--- src/rtl/dxc_pkg.sv ---
package dxc_pkg;
  typedef enum logic [2:0] {
    ST_IDLE, ST_WAIT_DATA, ST_REQ, ST_XFER, ST_REL, ST_WAIT_HI
  } dxc_state_e;

  typedef enum logic [1:0] {MD_CFG, MD_TX, MD_RX, MD_RXB} dxc_mode_e;

  localparam int unsigned BEATS_PER_WORD = 3;

  // word-count field to number of words; an all-zero field means the maximum
  function automatic int unsigned wc_words(input int unsigned field, input int unsigned width);
    return (field == 0) ? (32'd1 << width) : field;
  endfunction

  function automatic logic mode_writes(input dxc_mode_e m);
    return (m == MD_RX) || (m == MD_RXB);
  endfunction

  function automatic dxc_mode_e pick_mode(input logic tx, input logic burst);
    if (tx) return MD_TX;
    return burst ? MD_RXB : MD_RX;
  endfunction
endpackage

--- src/rtl/dxc_cycle_timer.sv ---
module dxc_cycle_timer #(
  parameter int unsigned LIMIT = 500
) (
  input  logic clk,
  input  logic rst_n,
  input  logic en,
  output logic expired
);
  localparam int unsigned CW = $clog2(LIMIT + 1);
  logic [CW-1:0] cnt;

  always_ff @(posedge clk) begin
    if (!rst_n)                      cnt <= '0;
    else if (!en)                    cnt <= '0;
    else if (cnt != CW'(LIMIT - 1))  cnt <= cnt + CW'(1);
  end

  assign expired = en && (cnt == CW'(LIMIT - 1));

  // the count never runs past its terminal value
  a_r3_timer_cap: assert property (@(posedge clk) disable iff (!rst_n)
    en && expired |=> !en || expired);
endmodule

--- src/rtl/dxc_rx_fifo.sv ---
module dxc_rx_fifo #(
  parameter int unsigned DW    = 16,
  parameter int unsigned DEPTH = 32
) (
  input  logic                         clk,
  input  logic                         rst_n,
  input  logic                         flush,
  input  logic                         push,
  input  logic [DW-1:0]                din,
  input  logic                         pop,
  output logic [DW-1:0]                dout,
  output logic [$clog2(DEPTH+1)-1:0]   count
);
  localparam int unsigned AW = (DEPTH > 1) ? $clog2(DEPTH) : 1;
  localparam int unsigned CW = $clog2(DEPTH + 1);

  logic [DW-1:0] mem [DEPTH];
  logic [AW-1:0] wptr, rptr;
  logic          do_push, do_pop;

  function automatic logic [AW-1:0] ptr_next(input logic [AW-1:0] p);
    return (p == AW'(DEPTH - 1)) ? '0 : p + AW'(1);
  endfunction

  assign do_push = push && (count != CW'(DEPTH));
  assign do_pop  = pop && (count != '0);
  assign dout    = mem[rptr];

  always_ff @(posedge clk) begin
    if (do_push && !flush) mem[wptr] <= din;
  end

  always_ff @(posedge clk) begin
    if (!rst_n || flush) begin
      wptr  <= '0;
      rptr  <= '0;
      count <= '0;
    end else begin
      if (do_push) wptr <= ptr_next(wptr);
      if (do_pop)  rptr <= ptr_next(rptr);
      count <= count + CW'(do_push) - CW'(do_pop);
    end
  end

  // a write never takes a word out of an empty buffer
  a_r6_pop_nonempty: assert property (@(posedge clk) disable iff (!rst_n)
    pop |-> count != '0);
endmodule

--- src/rtl/dxc_word_engine.sv ---
module dxc_word_engine
  import dxc_pkg::*;
#(
  parameter int unsigned NW_W = 6
) (
  input  logic            clk,
  input  logic            rst_n,
  input  logic            run,
  input  logic [NW_W-1:0] nwords,
  output logic [1:0]      phase,
  output logic            word_end,
  output logic            last_end
);
  localparam logic [1:0] LAST_PH = 2'(BEATS_PER_WORD - 1);
  logic [NW_W-1:0] idx;

  always_ff @(posedge clk) begin
    if (!rst_n || !run) begin
      phase <= '0;
      idx   <= '0;
    end else if (phase == LAST_PH) begin
      phase <= '0;
      idx   <= idx + NW_W'(1);
    end else begin
      phase <= phase + 2'd1;
    end
  end

  assign word_end = run && (phase == LAST_PH);
  assign last_end = word_end && (idx == nwords - NW_W'(1));

  // a burst never runs past its word count
  a_r5_idx_bound: assert property (@(posedge clk) disable iff (!rst_n)
    run |-> idx < nwords);
endmodule

--- src/rtl/dxc_top.sv ---
module dxc_top
  import dxc_pkg::*;
#(
  parameter int unsigned DW         = 16,
  parameter int unsigned WC_W       = 5,
  parameter int unsigned FIFO_DEPTH = 32,
  parameter int unsigned CLK_MHZ    = 50,
  parameter int unsigned TMO_US     = 10,
  parameter int unsigned TIE_CYC    = 4
) (
  input  logic            clk,
  input  logic            rst_n,
  input  logic            cfg_strap_n,
  input  logic            op_start,
  input  logic            op_tx,
  input  logic            op_burst,
  input  logic [WC_W-1:0] op_wc,
  input  logic            rx_push,
  input  logic [DW-1:0]   rx_word,
  output logic [DW-1:0]   rd_data,
  output logic            rd_valid,
  output logic [DW-1:0]   cfg_word,
  output logic            cfg_valid,
  output logic            busy,
  output logic [WC_W-1:0] cur_wc,
  output logic            bus_req_n,
  input  logic            bus_gnt_n,
  output logic            bus_ack_n,
  output logic            term_act_n,
  output logic            hs_fail_n,
  output logic            mem_rd_n,
  output logic            mem_wr_n,
  input  logic [DW-1:0]   sys_din,
  output logic [DW-1:0]   sys_dout,
  output logic            sys_dout_en
);
  localparam int unsigned TMO_CYC = CLK_MHZ * TMO_US;
  localparam int unsigned NW_W    = WC_W + 1;
  localparam int unsigned FCW     = $clog2(FIFO_DEPTH + 1);

  dxc_state_e      st;
  dxc_mode_e       mode;
  logic [NW_W-1:0] total, widx, nwords_xfer;
  logic            fail, cfg_pend;

  // named internal events
  logic            run, writes, start_acc, capture, data_ready;
  logic            tmo_exp, tie_exp, word_end, last_end;
  logic [1:0]      phase;
  logic [FCW-1:0]  fifo_cnt;
  logic [DW-1:0]   fifo_dout;

  assign run         = (st == ST_XFER);
  assign writes      = mode_writes(mode);
  assign start_acc   = (st == ST_IDLE) && !cfg_pend && op_start;
  assign capture     = run && !writes && (phase == 2'd1);
  assign nwords_xfer = (mode == MD_RXB) ? total : NW_W'(1);

  always_comb begin
    case (mode)
      MD_RX:   data_ready = (fifo_cnt != '0);
      MD_RXB:  data_ready = (32'(fifo_cnt) >= 32'(total));
      default: data_ready = 1'b1;
    endcase
  end

  dxc_cycle_timer #(.LIMIT(TMO_CYC)) u_tmo (
    .clk(clk), .rst_n(rst_n), .en(st == ST_REQ), .expired(tmo_exp));

  dxc_cycle_timer #(.LIMIT(TIE_CYC)) u_tie (
    .clk(clk), .rst_n(rst_n), .en(st == ST_WAIT_HI), .expired(tie_exp));

  dxc_word_engine #(.NW_W(NW_W)) u_eng (
    .clk(clk), .rst_n(rst_n), .run(run), .nwords(nwords_xfer),
    .phase(phase), .word_end(word_end), .last_end(last_end));

  dxc_rx_fifo #(.DW(DW), .DEPTH(FIFO_DEPTH)) u_fifo (
    .clk(clk), .rst_n(rst_n), .flush(start_acc), .push(rx_push), .din(rx_word),
    .pop(word_end && writes), .dout(fifo_dout), .count(fifo_cnt));

  always_ff @(posedge clk) begin
    if (!rst_n) begin
      st        <= ST_IDLE;
      mode      <= MD_TX;
      total     <= '0;
      widx      <= '0;
      fail      <= 1'b0;
      cfg_pend  <= 1'b1;
      rd_data   <= '0;
      rd_valid  <= 1'b0;
      cfg_word  <= '0;
      cfg_valid <= 1'b0;
    end else begin
      rd_valid <= 1'b0;
      if (capture) begin
        if (mode == MD_CFG) begin
          cfg_word  <= sys_din;
          cfg_valid <= 1'b1;
        end else begin
          rd_data  <= sys_din;
          rd_valid <= 1'b1;
        end
      end
      if (word_end) widx <= widx + NW_W'(1);

      case (st)
        ST_IDLE: begin
          if (cfg_pend) begin
            cfg_pend <= 1'b0;
            if (!cfg_strap_n) begin
              mode  <= MD_CFG;
              total <= NW_W'(1);
              widx  <= '0;
              st    <= ST_REQ;
            end
          end else if (op_start) begin
            mode  <= pick_mode(op_tx, op_burst);
            total <= NW_W'(wc_words(32'(op_wc), WC_W));
            widx  <= '0;
            fail  <= 1'b0;
            st    <= ST_WAIT_DATA;
          end
        end
        ST_WAIT_DATA: if (data_ready) st <= ST_REQ;
        ST_REQ: begin
          if (!bus_gnt_n) st <= ST_XFER;
          else if (tmo_exp) begin
            fail <= 1'b1;
            st   <= ST_IDLE;
          end
        end
        ST_XFER: if (last_end) st <= ST_REL;
        ST_REL:  st <= ST_WAIT_HI;
        ST_WAIT_HI: begin
          if (bus_gnt_n || tie_exp)
            st <= ((mode == MD_CFG) || (widx == total)) ? ST_IDLE : ST_WAIT_DATA;
        end
        default: st <= ST_IDLE;
      endcase
    end
  end

  assign bus_req_n   = !((st == ST_REQ) || (st == ST_XFER) || (st == ST_REL));
  assign bus_ack_n   = !run;
  assign term_act_n  = !(run && (mode == MD_CFG));
  assign mem_rd_n    = !(run && !writes);
  assign mem_wr_n    = !(run && writes && (phase == 2'd1));
  assign sys_dout_en = run && writes;
  assign sys_dout    = fifo_dout;
  assign hs_fail_n   = !fail;
  assign busy        = (st != ST_IDLE);
  assign cur_wc      = widx[WC_W-1:0];

  // bus ownership only under a standing request, entered from a sampled grant
  a_r2_ack_under_req: assert property (@(posedge clk) disable iff (!rst_n)
    !bus_ack_n |-> !bus_req_n);
  a_r2_ack_after_grant: assert property (@(posedge clk) disable iff (!rst_n)
    $fell(bus_ack_n) |-> $past(!bus_gnt_n));
  // a timeout leaves the bus fully released
  a_r3_fail_releases: assert property (@(posedge clk) disable iff (!rst_n)
    $fell(hs_fail_n) |-> bus_req_n && bus_ack_n);
  // one-clock write strobe with data driven
  a_r6_wr_one_clk: assert property (@(posedge clk) disable iff (!rst_n)
    !mem_wr_n |=> mem_wr_n);
  a_r6_wr_driven: assert property (@(posedge clk) disable iff (!rst_n)
    !mem_wr_n |-> sys_dout_en);
  // read enable lasts three clocks
  a_r7_rd_three: assert property (@(posedge clk) disable iff (!rst_n)
    $fell(mem_rd_n) |=> !mem_rd_n ##1 !mem_rd_n ##1 mem_rd_n);
  // request follows the acknowledge by one clock
  a_r9_req_after_ack: assert property (@(posedge clk) disable iff (!rst_n)
    $rose(bus_ack_n) |-> !bus_req_n ##1 bus_req_n);
  // active-terminal only inside a configuration read window
  a_r1_act_in_window: assert property (@(posedge clk) disable iff (!rst_n)
    !term_act_n |-> !bus_ack_n && !mem_rd_n);
  // word index never passes the word count
  a_r10_idx_cap: assert property (@(posedge clk) disable iff (!rst_n)
    busy |-> widx <= total);
endmodule

--- config.mk ---
export PLATFORM = sky130hd
export DESIGN_NAME = dxc_top
export DESIGN_NICKNAME = d
export VERILOG_FILES = /design/src/rtl/dxc_pkg.sv /design/src/rtl/dxc_cycle_timer.sv /design/src/rtl/dxc_rx_fifo.sv /design/src/rtl/dxc_word_engine.sv /design/src/rtl/dxc_top.sv
export SDC_FILE = /design/constraint.sdc
export NUM_CORES = 1
export LEC_CHECK = 0
export ABC_AREA = 1
export BUFFER_PORTS_ARGS = -buffer_cell sky130_fd_sc_hd__buf_4
export CAP_MARGIN = 20
export CORE_ASPECT_RATIO = 0.8
export CORE_MARGIN = 5
export CORE_UTILIZATION = 42
export DETAILED_ROUTE_END_ITERATION = 8
export PLACE_DENSITY = 0.66
export SLEW_MARGIN = 20
export SYNTH_ARGS = -nofsm -noshare
export SYNTH_HDL_FRONTEND = slang
export SYNTH_HIERARCHICAL = 1
export SYNTH_SLANG_ARGS = --single-unit
--- constraint.sdc ---
create_clock -name clk -period 2.56 [get_ports clk]
set_input_delay 0.128 -clock clk [delete_from_list [all_inputs] [get_ports clk]]
set_output_delay 0.128 -clock clk [all_outputs]
set_load 0.01 [all_outputs]
-- After elaboration in Yosys (flattened, before gate mapping)
Memories as Yosys holds them, arrays and structs flattened. A register that Yosys moved wholly into a read port is not among the register bits.
Index checks and enable logic that the tools add are counted.
- input port bits: 45
- memories: 1
- output and inout port bits: 63
- bits in registers: 89
- bits in writable memories: 512
- add/sub/neg operators: 10
- order comparisons: 1
- reductions and logical operators: 48
- equality and inequality tests: 29
- muxes and demuxes: 44
- bitwise operators: 1
- memories (memory ; depth ; bits a word ; read ports ; clocked after memory_dff ; write ports ; RTL line ; RTL):
    u_fifo.mem ; 32 ; 16 ; 1 ; 1 ; 1 ; dxc_rx_fifo.sv:17 ; logic [DW-1:0] mem [DEPTH];
- operators by type and width (operator ; number):
    $mux W6 ; 10
    $mux W3 ; 8
    $mux W5 ; 4
    $pmux W3 S6 ; 1
    $logic_and A1 B1 Y1 ; 15
    $mux W1 ; 14
    $ne A2 B2 Y1 const B ; 7
    $add A6 B1 Y6 const B ; 2
    $eq A6 B6 Y1 ; 2
    $add A5 B1 Y5 const B ; 2
    $eq A5 B5 Y1 const B ; 2
    $logic_not A1 Y1 ; 10
    $mux W2 ; 5
    $reduce_and A2 Y1 ; 5
    $add A9 B1 Y9 const B ; 1
    $eq A3 B2 Y1 const B ; 3
    $eq A9 B9 Y1 const B ; 1
    $ne A3 B3 Y1 const B ; 3
    $ne A9 B9 Y1 const B ; 1
    $logic_or A1 B1 Y1 ; 7
    $add A6 B1 Y6 ; 1
    $eq A2 B2 Y1 const B ; 3
    $eq A3 B3 Y1 const B ; 2
    $ge A6 B6 Y1 ; 1
    other kinds (21) ; 23

-- Longest topological paths before layout
- depth in word-level cells: 8
- mapped depth: 20
- gate-level depth less buffers: 20

-- Modules after synthesis
The synthesis kept the hierarchy.
- modules (own cells, without submodules) (module ; cells an instance ; area each (µm²) ; instances ; seq. area each (µm²)):
    dxc_rx_fifo ; 1907 ; 22023.6 ; 1 ; 15795.1
    dxc_top ; 355 ; 2488.6 ; 1 ; 1061.0
    dxc_word_engine ; 92 ; 570.5 ; 1 ; 160.2
    dxc_cycle_timer (u_tmo) ; 70 ; 461.7 ; 1 ; 180.2
    dxc_cycle_timer (u_tie) ; 25 ; 165.2 ; 1 ; 60.1

-- Worst setup path after synthesis
No wires, ideal clock.
- kind: register to register
- start: reg u_eng.phase[0]
- end: reg u_fifo.count[4]
- library setup time: 0.121 ns
- buffers on the path: 1
- required time: 2.439 ns
- cell stages (with the launch flop): 20
- path slack: -0.094 ns
- arrival: 2.534 ns
- cells stage by stage: dfxtp_1 inv_1 ha_1 buf_6 nand2_1 inv_1 nand2_1 inv_1 nand2_1 inv_1 ha_1 inv_1 ha_1 fa_1 nand2_1 inv_1 o21ai_0 nand2_1 o21ai_0 a21oi_1
- longest elaborated chain between the ends: 5
- ends and longest elaborated chain (what ; RTL line ; RTL):
    start, declared ; dxc_word_engine.sv:10 ; output logic [1:0] phase,
    start signal, assigned ; dxc_word_engine.sv:25 ; phase <= phase + 2'd1;
    $eq A2 B2 Y1 ; dxc_word_engine.sv:29 ; assign word_end = run && (phase == LAST_PH);
    $logic_and A1 B1 Y1 ; dxc_word_engine.sv:29 ;
    named net word_end ; dxc_top.sv:48 ; logic tmo_exp, tie_exp, word_end, last_end;
    $logic_and A1 B1 Y1 ; dxc_top.sv:79 ; .pop(word_end && writes), .dout(fifo_dout), .count(fifo_cnt));
    $logic_and A1 B1 Y1 ; dxc_rx_fifo.sv:26 ; assign do_pop = pop && (count != '0);
    $sub A6 B1 Y6 ; dxc_rx_fifo.sv:41 ; count <= count + CW'(do_push) - CW'(do_pop);
    end signal, assigned ; dxc_rx_fifo.sv:41 ;
    end, declared ; dxc_rx_fifo.sv:12 ; output logic [$clog2(DEPTH+1)-1:0] count
The timed path passes the listed nets, and every way through them passes these cells.
A chain may end at the register's enable or synchronous reset.

==> qor.yml <==
status:
  status: "complete, but fails checks"
  failed_checks: "negative setup slack"
yosys:
  synth_cell_type_count: 45
  synth-simple-area-share: 0.2391
  synth_compound_area_frac: 0.02209
  yosys_most_used_dff: "edfxtp_1"
  yosys_warnings: 6
  synth_edf_count: 512
  synth_seq_cells: 606
  synth_top_family_by_area: "simple AND/OR/NAND/NOR gates"
  synth_xor_area_frac: 0.001363
  syn-instance-count: 2449
  seq_area_frac_synth: 0.6712
  synthAdderAreaFrac: 0.01489
  synthesis.area_um2: 25710
  synth-async-reset-ratio: 0
  syn_area_per_cell_um2: 10.50
  yosys-mux-area-fraction: 0
  syn_nets: 2524
power:
  powerDensity_nw_per_um2: 724.4
  power_switching_share: 0.2406
  totalPowerFinal_mw: 22.55
  combPwrFrac: 0.097
  vdd.ir_drop.worst_v: 0.0005503
  p_leak_nw: 11.93
  net-switching-power_mw: 5.427
  p_seq_frac: 0.493
  clockPowerShare: 0.410
  cellInternalPower_mw: 17.13
sta:
  worst_slew_pin_slew_ns: 0.8833
  fin_worst_hold_slack_ns: 0.1424
  setup_slack_ns: -0.006446
  rsz0062_at_grt: "true"
  period_minus_slack_ns: 2.566
  min_period_over_period: 1.003
  clock_skew_ns: 0.03489
  max_freq_mhz: 389.6
  report.final.hold_viol_count: 0
  drv_slew: 0
  finalSetupViolations: 2
  max-slew-margin-rel: 0.4105
floorplanning:
  chipHeight_um: 231.3
  die_w_um: 286.6
  io-pin-count: 108
  rows: 81
  placeableCoreArea_um2: 60910
  initial_core_util: 0.4221
  die-area_um2: 66290
setup_path:
  critPathLaunchType: "flip-flop"
  critical_path_class: "reg -> out"
  critPathCaptureType: "output port"
  arr_time_crit_path_ns: 2.44
  critical_path_peak_fanout: 16
  crit_required_ns: 2.43
global_routing:
  grt_first_pass_wirelength_um: 107200
  globalRouteOverflowTotal: 0
  first_global_vias: 17830
  overall_global_routing_resource_usage: 0.2090
  grt_antenna_before_repair: 0
  largest_net_degree_at_the_start_of_global_routing: 97
placement:
  detailed_place_hpwl_um: 40610
  port_buffers: 107
  post_dp_cell_area_um2: 27320
  place_ws_ns: 0.04123
  routabilityCongestion: 0.8742
layout:
  postLayoutCellArea_um2: 31140
  layout.cells.most_common: "nand2_1"
  flow.area_growth_from_synthesis_pct: 21.11
  insertedDiodeCount: 0
  final_layout_size_suffix_gt1_frac: 0.1506
  finish.net_count: 2735
  most-common-layout-cells: "822 x nand2_1, 512 x edfxtp_1, 376 x nand3_1"
  final_core_util: 0.5112
detailed_routing:
  vias: 18940
  routed_wl_um: 72710
  detail_route.drc_violations: 0
  drt_iter0_markers: 2664
  routedWlPerCell_um: 20.54
  drt_pre_antenna_iters: 5
  post_drt_via_cell_ratio: 5.353
  ant_nets: 0
cts:
  htree_num_levels: 2
  clock-sinks: 606
  tritoncts: "yes"
  cts-buffers-inserted: 59
  clkSlewWorstSetupHoldPaths_ns: 0.06
  insertion_delay_ns: 0.66
  clock_root_buffer: "clkbuf_16"
  max-clock-path-buffers: 3
run:
  cap_viol_max_count: 0
worst_hold_path:
  hold_path.class: "in -> reg"
synthesized netlist by cell type, types with 3 or more instances:
cell type / n / area [um^2]
nor3b_1: 5 / 37.54
buf_6: 26 / 292.8
nand2_2: 4 / 25.02
buf_4: 30 / 225.2
buf_2: 36 / 180.2
nor2_4: 3 / 33.78
dfxtp_1: 94 / 1882
nor2_1: 149 / 559.3
nor3_1: 15 / 75.07
nand2_1: 855 / 3209
o21ai_0: 43 / 215.2
buf_1: 9 / 33.78
o21ai_1: 10 / 50.05
xor2_1: 3 / 26.28
a21oi_1: 43 / 215.2
ha_1: 29 / 362.9
nand3_1: 419 / 2097
edfxtp_1: 512 / 15370
clkbuf_1: 18 / 67.56
nand4_1: 4 / 25.02
inv_1: 111 / 416.7
final timing paths:
path	slack [ns]	cells past startpoint	from	end
max	-0.006	12	flip-flop	sys_dout[15]
min	0.14	8	cfg_strap_n	st[1]
max reg2reg	0.10	9	st[1]	total[0]
min reg2reg	0.41	1	u_eng/phase[0]	u_eng/phase[0]
flip-flops by register name (all words and copies together), names as in the netlist, 5 cells and up, named ones only:
signal	cells
total	6
u_fifo/count	6
u_fifo/rptr	5
u_tmo/cnt	9
rd_data	16
u_eng/idx	6
widx	6
u_fifo/mem	512
u_fifo/wptr	5
cfg_word	16
per-layer routing:
layer	vias up	track usage	routed length (um)
met1	9156	0.3094	30900
met4	0	0.05437	1552
met3	100	0.04366	7766
li1	8741	-	-
met2	946	0.3160	32490
met5	-	0	0
kinds of logic after synthesis:
kind of cell	count (synthesis)
flip-flops	606
buffers and inverters	240
AND/OR/NAND/NOR	1462
AO/OA/AOI/OAI	107
adder cells (fa/ha/maj)	30
XOR/XNOR	4
power by group through the flow:
stage          clock, mW  sequential, mW  combinational, mW
2_1_floorplan          0            11.3               1.15
3_3_place_gp           0            11.3               1.99
3_5_place_dp           0            11.3               2.02
4_1_cts             9.39            11.1               2.13
5_1_grt             9.84            11.1               2.41
6_report            9.25            11.1               2.19
final cells by class:
class | instances | area [um^2]
multi-input cells | 1603 | 7438
well taps | 830 | 1039
repair buffers | 272 | 2816
clock inverters | 39 | 540.5
inverters | 116 | 470.5
clock buffers | 71 | 1531
repair inverters | 2 | 32.53
fillers | 5213 | 29770
flip-flops and latches | 606 | 17270
through the flow:
step | TNS (ns) | std cells
after detailed placement | 0 | 3332
after global placement | 0 | 3332
after global routing | -1.270 | 3539
after floorplan | 0 | 2449
final | -0.01269 | 3539
after CTS | -0.008220 | 3529
critical path: stages, from the launching register on:
cell	delay, ns
dfxtp_4	0.39
buf_12	0.17
buf_12	0.16
clkbuf_16	0.19
nand2_1	0.06
nand3_1	0.16
nand3_1	0.13
nand2_1	0.09
nand2_1	0.07
nand2_1	0.10
nand2_1	0.05
nand2_1	0.09
buf_4	0.12
timing repair:
| item | 4_1_cts | 5_1_grt |
|---|---|---|
| cloned | 12 | 10 |
| hold buffers | 65 | 0 |
| pin swaps | 3 | 18 |
| setup buffers | 10 | 2 |
| resized for setup | 41 | 78 |
| endpoints found under the setup margin | 16 | 18 |
| hold endpoints to repair | 408 | 0 |
No activity file was read; power rests on OpenSTA's default activity.
